## src/rtl/mlt3_pkg.sv

```systemverilog
package mlt3_pkg;
  typedef logic signed [1:0] level_t;

  localparam level_t LVL_ZERO = 2'sb00;
  localparam level_t LVL_POS  = 2'sb01;
  localparam level_t LVL_NEG  = 2'sb11;

  // MLT-3 phase 0..3 maps onto 0, +1, 0, -1
  function automatic level_t phase_level(input logic [1:0] ph);
    case (ph)
      2'd1:    phase_level = LVL_POS;
      2'd3:    phase_level = LVL_NEG;
      default: phase_level = LVL_ZERO;
    endcase
  endfunction

  // keystream output bit of a Fibonacci register: top bit XOR the second tap
  function automatic logic key_bit(input logic [10:0] st, input int unsigned tap_lo);
    key_bit = st[10] ^ st[tap_lo - 1];
  endfunction
endpackage

```

## src/rtl/group_piso.sv

```systemverilog
module group_piso #(
  parameter int unsigned GROUP_W = 5
) (
  input  logic               clk,
  input  logic               rst_n,
  input  logic [GROUP_W-1:0] group_in,
  output logic               load_o,
  output logic               bit_o
);
  localparam int unsigned CNT_W = (GROUP_W > 1) ? $clog2(GROUP_W) : 1;
  localparam logic [CNT_W-1:0] CNT_LAST = CNT_W'(GROUP_W - 1);

  logic [CNT_W-1:0]   slot_q;
  logic [GROUP_W-1:0] shreg_q;

  assign load_o = (slot_q == '0);
  // bit 0 of a fresh group goes out in the very cycle it is taken
  assign bit_o  = load_o ? group_in[0] : shreg_q[0];

  always_ff @(posedge clk) begin
    if (!rst_n) begin
      slot_q  <= '0;
      shreg_q <= '0;
    end else begin
      slot_q  <= (slot_q == CNT_LAST) ? '0 : slot_q + 1'b1;
      shreg_q <= load_o ? (group_in >> 1) : (shreg_q >> 1);
    end
  end

  assert_load_gap_R2: assert property (@(posedge clk) disable iff (!rst_n)
    load_o |=> !load_o);
  assert_slot_range_R2: assert property (@(posedge clk) disable iff (!rst_n)
    slot_q <= CNT_LAST);
endmodule

```

## src/rtl/keystream_lfsr.sv

```systemverilog
module keystream_lfsr #(
  parameter int unsigned LFSR_W = 11,
  parameter int unsigned TAP_LO = 9,
  parameter int unsigned ADDR_W = 5,
  parameter logic [LFSR_W-ADDR_W-1:0] SEED_HI = 6'b101011
) (
  input  logic              clk,
  input  logic              rst_n,
  input  logic [ADDR_W-1:0] addr,
  output logic              key_o
);
  import mlt3_pkg::*;

  logic [LFSR_W-1:0] st_q;

  assign key_o = key_bit(st_q, TAP_LO);

  always_ff @(posedge clk) begin
    if (!rst_n) st_q <= {SEED_HI, addr};
    else        st_q <= {st_q[LFSR_W-2:0], key_o};
  end

  assert_state_nonzero_R4: assert property (@(posedge clk) disable iff (!rst_n)
    st_q != '0);
  assert_shift_R4: assert property (@(posedge clk) disable iff (!rst_n)
    1'b1 |=> (st_q[LFSR_W-1:1] == $past(st_q[LFSR_W-2:0])));
endmodule

```

## src/rtl/mlt3_coder.sv

```systemverilog
module mlt3_coder (
  input  logic                  clk,
  input  logic                  rst_n,
  input  logic                  bit_i,
  output mlt3_pkg::level_t      level_o
);
  import mlt3_pkg::*;

  logic       nrzi_q;
  logic [1:0] phase_q;

  assign level_o = phase_level(phase_q);

  always_ff @(posedge clk) begin
    if (!rst_n) begin
      nrzi_q  <= 1'b0;
      phase_q <= 2'd0;
    end else begin
      nrzi_q  <= nrzi_q ^ bit_i;
      phase_q <= phase_q + {1'b0, bit_i};
    end
  end

  assert_hold_on_zero_R5: assert property (@(posedge clk) disable iff (!rst_n)
    !bit_i |=> $stable(level_o));
  assert_move_on_one_R6: assert property (@(posedge clk) disable iff (!rst_n)
    bit_i |=> !$stable(level_o));
  assert_no_direct_swing_R6: assert property (@(posedge clk) disable iff (!rst_n)
    (level_o != LVL_ZERO) |=> (level_o == LVL_ZERO || $stable(level_o)));
  assert_legal_code_R6: assert property (@(posedge clk) disable iff (!rst_n)
    level_o != 2'sb10);
  assert_nrzi_tracks_R6: assert property (@(posedge clk) disable iff (!rst_n)
    1'b1 |=> ($stable(nrzi_q) == $stable(level_o)));
endmodule

```

## src/rtl/mlt3_scram_tx.sv

```systemverilog
module mlt3_scram_tx #(
  parameter int unsigned GROUP_W = 5,
  parameter int unsigned ADDR_W  = 5,
  parameter int unsigned LFSR_W  = 11,
  parameter int unsigned TAP_LO  = 9,
  parameter logic [LFSR_W-ADDR_W-1:0] SEED_HI = 6'b101011
) (
  input  logic              clk,
  input  logic              rst_n,
  input  logic [ADDR_W-1:0] phy_addr,
  input  logic [GROUP_W-1:0] group_in,
  output logic              group_load,
  output logic [1:0]        line_level
);
  import mlt3_pkg::*;

  logic   data_bit;
  logic   key_bit_w;
  logic   scr_bit;
  level_t level_w;

  group_piso #(.GROUP_W(GROUP_W)) u_piso (
    .clk(clk), .rst_n(rst_n), .group_in(group_in),
    .load_o(group_load), .bit_o(data_bit)
  );

  keystream_lfsr #(.LFSR_W(LFSR_W), .TAP_LO(TAP_LO), .ADDR_W(ADDR_W),
                   .SEED_HI(SEED_HI)) u_key (
    .clk(clk), .rst_n(rst_n), .addr(phy_addr), .key_o(key_bit_w)
  );

  assign scr_bit = data_bit ^ key_bit_w;

  mlt3_coder u_coder (
    .clk(clk), .rst_n(rst_n), .bit_i(scr_bit), .level_o(level_w)
  );

  assign line_level = level_w;

  assert_reset_level_R1: assert property (@(posedge clk)
    !rst_n |=> (line_level == 2'b00 && group_load));
endmodule

```

## config.mk

```make
export PLATFORM = sky130hd
export DESIGN_NAME = mlt3_scram_tx
export DESIGN_NICKNAME = d
export VERILOG_FILES = /design/src/rtl/mlt3_pkg.sv /design/src/rtl/group_piso.sv /design/src/rtl/keystream_lfsr.sv /design/src/rtl/mlt3_coder.sv /design/src/rtl/mlt3_scram_tx.sv
export SDC_FILE = /design/constraint.sdc
export NUM_CORES = 1
export LEC_CHECK = 0
export BUFFER_PORTS_ARGS = -buffer_cell sky130_fd_sc_hd__buf_2
export CAP_MARGIN = 20
export CORE_MARGIN = 1
export CORE_UTILIZATION = 55
export CTS_BUF_LIST = sky130_fd_sc_hd__clkbuf_8
export DETAILED_ROUTE_END_ITERATION = 6
export PLACE_DENSITY = 0.92
export SETUP_SLACK_MARGIN = 0.02
export SLEW_MARGIN = 20
export SYNTH_ARGS = -nofsm -noshare
export SYNTH_HDL_FRONTEND = slang
export SYNTH_HIERARCHICAL = 1
export SYNTH_SLANG_ARGS = --single-unit
```

## constraint.sdc

```tcl
create_clock -name clk -period 3.6 [get_ports clk]
set_input_delay 0 -clock clk [delete_from_list [all_inputs] [get_ports clk]]
set_output_delay 0 -clock clk [all_outputs]
set_load 0.02 [all_outputs]
```

==> impl_metrics.toml, run 1 <==
[finish]
area_growth_pct = 26.33
n_antenna_cell = 0
seqCellArea_um2 = 400.4
drive_above_1_share = 0.3059
nFillCells = 72
fin_nets = 101
final_util = 0.7996
multi_input_area_um2 = 311.5

[yosys]
synth_cell_types = 19
synthMuxAreaShare = 0.1550
seq_area_frac_synth = 0.5333
synth_xor_area_frac = 0.03500
synth_area_per_cell_um2 = 11.73
ys_warn_count = 6
synth_seq_cells = 20
synthAdderAreaFrac = 0.05000
synth_compound_area_frac = 0.01000
synth_fp_nets = 79
syn_area_um2 = 750.7
syn_inst = 64
synthSimpleGateAreaFrac = 0.1650
synth_top_family_by_area = "simple AND/OR/NAND/NOR gates"

[place]
port_buffers = 14
gp_congestion = 0.6280

[route]
wl_per_cell_um = 10.63
drc = 0
wirelength_um = 1052
vias_per_cell = 4.747
detailedRoute.firstIterationViolations = 5
route.vias.total = 470
drtPass1Iterations = 4
ant_nets = 0

[setup_path]
critPathRequiredTime_ns = 3.75
setup.worst_path.class = "register to register"
crit_path_end_kind = "register"
critical_path_peak_fanout = 6
startpoint_type = "register"
arrival_ns = 2.11

[timing]
slew_viol_final = 0
fmax_mhz = 510.9
setup-tns-final_ns = 0
rsz0062_at_grt = "false"
relSlewSlack = 0.7329
worstMarginPinSlew_ns = 0.4006
final.setup_skew_ns = 0.001219
setup_violations = 0
min_period_ns = 1.957
period_share = 0.5437
finalHoldViolCount = 0

[worst_hold_path]
hold_class = "input port to register"

[clock_tree]
cts_setup_buffers = 0
cts_root_buf = "clkbuf_8"
cts_inserted_buffers = 3
cts_tree = "built"
ctsLongestPathBuffers = 2
cts_hold_buf = 7
cts_resized = 0
clkSinkCount = 20
htree_levels = 1
path_clk_slew_ns = 0.07
clkLatencyLatePin_ns = 0.25

[grt]
grt_use_total = 0.1852
grt_max_degree = 25
grt_pass1_vias = 435
antenna_found_initial = 0
grt_pass1_wl_um = 1738
overflow = 0

[floorplan]
die_area_um2 = 1517
initial_core_util = 0.6329
core_um2 = 1186
die_w_um = 38.95
io_pins = 15
num_rows = 12
die_h_um = 38.95

[job]
max_cap_viol_count = 0

[outcome]
outcome = "finished clean"

[power]
powerDensity_nw_per_um2 = 590.0
power.net_switching_w = 0.0001179
combPwrFrac = 0.151
swShare = 0.2106
power.leakage_nw = 0.4548
p_int_w = 0.0004417
clkPwrFrac = 0.390
p_seq_frac = 0.459
peakVddDrop_v = 0.0004048
## critical path: stages (launching register included)
cell and delay [ns]:
dfxtp_1 0.32, inv_1 0.07, ha_1 0.18, nor2b_2 0.33, mux2_4 0.33, xor2_1 0.14, ha_1 0.21, xor2_1 0.13
and2_1 0.15
## state kept, by name, indices dropped and copies added (netlist names)
| signal | flops |
|---|---|
| u_piso/shreg_q | 4 |
| u_coder/phase_q | 2 |
| u_piso/slot_q | 3 |
| u_key/st_q | 11 |
## metal layers
metal	vias up	track usage	routed length [um]
met5	-	0	0
met1	211	0.2094	503
met2	12	0.2833	493
met3	0	0.1040	55
li1	247	-	-
met4	0	0.07759	0
## stage by stage
| step | power [W] | hold slack, ns | cell area (um^2) | std cells | setup slack, ns |
|---|---|---|---|---|---|
| detailed placement | 0.0003393 | 0.2213 | 807.0 | 88 | 1.641 |
| global route | 0.0005884 | 0.003391 | 948.4 | 99 | 1.483 |
| CTS | 0.0005676 | 0.001188 | 948.4 | 99 | 1.631 |
| floorplan | 0.0003252 | 0.1217 | 750.7 | 64 | 1.739 |
| global placement | 0.0003359 | 0.2271 | 807.0 | 88 | 1.693 |
| finish | 0.0005596 | 0.006109 | 948.4 | 99 | 1.643 |
## power groups by stage
| stage | clock, W | combinational [W] | sequential (W) |
|---|---|---|---|
| after floorplan | 0 | 0.0000663 | 0.000259 |
| after global placement | 0 | 0.0000752 | 0.000261 |
| after detailed placement | 0 | 0.0000774 | 0.000262 |
| after CTS | 0.000225 | 0.0000859 | 0.000257 |
| after global routing | 0.000233 | 0.0000952 | 0.000260 |
| final | 0.000218 | 0.0000846 | 0.000257 |
## layout make-up
type / instances / share of cell area
Inverter: 2 / 0.007916
Sequential cell: 20 / 0.4222
Timing Repair Buffer: 21 / 0.1478
Tap cell: 14 / 0.01847
Clock buffer: 3 / 0.04354
Multi-Input combinational cell: 38 / 0.3285
Clock inverter: 1 / 0.03166
## worst paths after layout
| check | from | end | slack (ns) | cells after the start |
|---|---|---|---|---|
| max | u_piso/slot_q[0]$_SDFF_PP0_ | u_coder/phase_q[1]$_SDFF_PN0_ | 1.64 | 8 |
| min | group_in[4] | u_piso/shreg_q[3]$_SDFF_PN0_ | 0.006 | 2 |
| max reg2reg | u_piso/slot_q[0]$_SDFF_PP0_ | u_coder/phase_q[1]$_SDFF_PN0_ | 1.64 | 8 |
| min reg2reg | u_key/st_q[9]$_SDFF_PN0_ | u_key/st_q[10]$_SDFF_PN1_ | 0.41 | 1 |
## cell usage in the layout (no fill, tap or decap), types with 4 or more instances in the layout
cell           synthesis  routed
dfxtp_1               20      20
nand2_1                8       8
and2_1                 4       4
buf_2                  1      14
dlygate4sd3_1          0       7
mux2_4                 5       5
nand2b_1               4       4
## synthesized netlist by cell type
cell type | count | share of area
and2_2 | 1 | 0.010
buf_2 | 1 | 0.0067
mux2_1 | 1 | 0.015
clkbuf_1 | 1 | 0.0050
buf_6 | 2 | 0.030
xor2_1 | 3 | 0.035
mux2i_1 | 3 | 0.040
nand2b_1 | 4 | 0.033
nor2b_2 | 1 | 0.012
and2_1 | 4 | 0.033
nand2_1 | 8 | 0.040
and3_2 | 1 | 0.010
ha_1 | 3 | 0.050
and3_1 | 2 | 0.017
mux2_4 | 5 | 0.10
inv_1 | 2 | 0.010
o31ai_1 | 1 | 0.010
nand3b_1 | 1 | 0.010
dfxtp_1 | 20 | 0.53
## cells by family (layout without fill, tap and decap cells)
family	count (synthesis)	in the layout
compound gates	1	1
xor+xnor	3	3
fa+ha+maj	3	3
buf+inv	6	27
flops	20	20
mux	9	9
simple gates	22	22
(Power assumes the default switching activity.)
==> inputs of run 2 (changes only) <==
--- a/config.mk
+++ b/config.mk
@@ -8,10 +8,10 @@
 export BUFFER_PORTS_ARGS = -buffer_cell sky130_fd_sc_hd__buf_2
 export CAP_MARGIN = 20
 export CORE_MARGIN = 1
-export CORE_UTILIZATION = 55
+export CORE_UTILIZATION = 49
 export CTS_BUF_LIST = sky130_fd_sc_hd__clkbuf_8
 export DETAILED_ROUTE_END_ITERATION = 6
-export PLACE_DENSITY = 0.92
+export PLACE_DENSITY = 0.87
 export SETUP_SLACK_MARGIN = 0.02
 export SLEW_MARGIN = 20
 export SYNTH_ARGS = -nofsm -noshare
==> constraint.sdc (replaced) <==
create_clock -name clk -period 1.72 [get_ports clk]
set_input_delay 0 -clock clk [delete_from_list [all_inputs] [get_ports clk]]
set_output_delay 0 -clock clk [all_outputs]
set_load 0.02 [all_outputs]
==> run 2 against run 1 <==
Hold slack better by 0.12 ns. Power up 120%. Largest cell class unchanged. Critical path type unchanged. Design area up 7.3%. Global-route usage down 1.3 points. Routed wire length up 16%. Fmax up 16%. Clock skew up 0.0010 ns.
==> impl_metrics.toml, run 2 (same netlist as run 1, synthesis figures left out) <==
[route]
top_layer = "met4"
detailedRoute.firstIterationViolations = 6
wirelength_um = 1222
ant_nets = 0
met2WireLength_um = 587
wl_met1_um = 576
route.vias.total = 478
drc = 0
drtPass1Iterations = 4
dr_wl_met3_um = 53
wl_per_cell_um = 11.86
vias_per_cell = 4.641

[grt]
overflow = 0
grt_pass1_wl_um = 1725
grt_use_total = 0.1723
grt_pass1_vias = 409
antenna_found_initial = 0
grt_max_degree = 25

[clock_tree]
clkLatencyLatePin_ns = 0.26
cts_setup_buffers = 0
cts_inserted_buffers = 3
cts_root_buf = "clkbuf_8"
clkSinkCount = 20
cts_tree = "built"
htree_levels = 1
ctsLongestPathBuffers = 2
path_clk_slew_ns = 0.07

[setup_path]
slowest_delay_ns = 0.33
cpMostUsedCell = "ha_4"
critical_path_peak_fanout = 3
crit_slowest_cell = "dfxtp_2"
critPathRequiredTime_ns = 1.88
path_delay_family = "flip-flops"
startpoint_type = "register"
crit_chain = "inv_2 -> ha_4 -> nor2b_4 -> mux2_4 -> xor2_2 -> ha_4 -> xor2_1 -> and2_1"
setup.worst_path.class = "register to register"
arrival_ns = 1.84
crit_path_end_kind = "register"
cp_num_buf_inv = 1

[timing]
rsz0062_at_grt = "true"
period_share = 0.9823
setup_violations = 0
fmax_mhz = 591.9
worstMarginPinSlew_ns = 0.4189
min_period_ns = 1.690
final.setup_skew_ns = 0.002251
slew_viol_final = 0
finalHoldViolCount = 0
whs_ns = 0.1291
relSlewSlack = 0.7207
finalWorstSetupSlack_ns = 0.03046

[place]
preCtsSetupSlack_ns = 0.05214
placed_area_um2 = 838.3
dp.cells = 90
port_buffers = 14
gp_congestion = 0.5980
place_hpwl_um = 684.7

[floorplan]
io_pins = 15
initial_core_util = 0.5495
die_h_um = 41.14
die_area_um2 = 1693
core_um2 = 1366
die_w_um = 41.14
num_rows = 13

[finish]
fin_cells = 103
drive_above_1_share = 0.3864
reg_top3 = "u_key/st_q (11), u_piso/shreg_q (4), u_piso/slot_q (3)"
largest_register_ffs = 11
final_cell_mix = "dfxtp_1, buf_2, dlygate4sd3_1"
registers.top_by_ff_count = "u_key/st_q"
area_growth_pct = 35.50
n_antenna_cell = 0
fin_nets = 104
final_common_cell = "dfxtp_1"
nFillCells = 90
final_area_um2 = 1017

[outcome]
outcome = "finished clean"

[power]
finalPower_w = 0.001210
power.leakage_nw = 0.4739
powerDensity_nw_per_um2 = 1190
peakVddDrop_v = 0.0006229

[worst_hold_path]
hold_class = "input port to register"

[job]
max_cap_viol_count = 0
-- run 2: cell types whose count changed in the layout (fill, tap and decap cells not counted), moves of 2 or more --
cell | previous run | this run
inv_2 | 0 | 2
dfxtp_2 | 0 | 2
ha_1 | 3 | 1
dlygate4sd3_1 | 7 | 9
ha_4 | 0 | 2
inv_1 | 2 | 0
dfxtp_1 | 20 | 18
-- run 2: metal layers --
metal  up-vias  GRT usage
met5         -          0
met4         0    0.09677
met3         2    0.06522
met2        11     0.2656
met1       214     0.2033
li1        251          -
-- run 2: where the power goes --
| part | leakage (nW) | total, W | internal (W) | switching [W] |
|---|---|---|---|---|
| Sequential | 0.167 | 0.000543 | 0.000517 | 0.0000260 |
| Combinational | 0.271 | 0.000207 | 0.000118 | 0.0000888 |
| Clock | 0.0357 | 0.000461 | 0.000311 | 0.000150 |
| Total | 0.474 | 0.00121 | 0.000945 | 0.000265 |
-- run 2: worst reg2reg max path: stages (launching register included) --
cell and delay [ns]:
dfxtp_2 0.33, inv_2 0.06, ha_4 0.14, nor2b_4 0.16
mux2_4 0.32, xor2_2 0.16, ha_4 0.17, xor2_1 0.13
and2_1 0.13
-- run 2: worst paths after layout --
kind | cells past startpoint | endpoint | slack, ns | from
worst min-delay path | 2 | u_key/st_q[6]$_SDFF_PN1_ | 0.13 | rst_n
worst max register to register | 8 | u_coder/phase_q[1]$_SDFF_PN0_ | 0.03 | u_piso/slot_q[1]$_SDFF_PP0_
worst max-delay path | 8 | u_coder/phase_q[1]$_SDFF_PN0_ | 0.03 | u_piso/slot_q[1]$_SDFF_PP0_
worst min register to register | 1 | u_key/st_q[6]$_SDFF_PN1_ | 0.41 | u_key/st_q[5]$_SDFF_PN1_
-- run 2: layout make-up --
type                            count  area, um^2  area share
Timing Repair Buffer               24       167.7      0.1648
Multi-Input combinational cell     38       349.1      0.3432
Inverter                            2       7.507    0.007380
Clock buffer                        3       41.29     0.04059
Tap cell                           15       18.77     0.01845
Clock inverter                      1       30.03     0.02952
Sequential cell                    20       402.9      0.3961
-- run 2: timing repair --
action | CTS | global route
hold endpoints to repair | 8 | 1
resized for setup | 0 | 2
setup endpoints to repair | 0 | 2
hold buffers | 8 | 1
-- run 2: through the flow --
stage | util | setup TNS [ns]
6_report | 0.7445 | 0
5_1_grt | 0.7445 | -0.03969
4_1_cts | 0.7244 | 0
3_5_place_dp | 0.6136 | 0
3_3_place_gp | 0.6136 | 0
2_1_floorplan | - | -0.006805
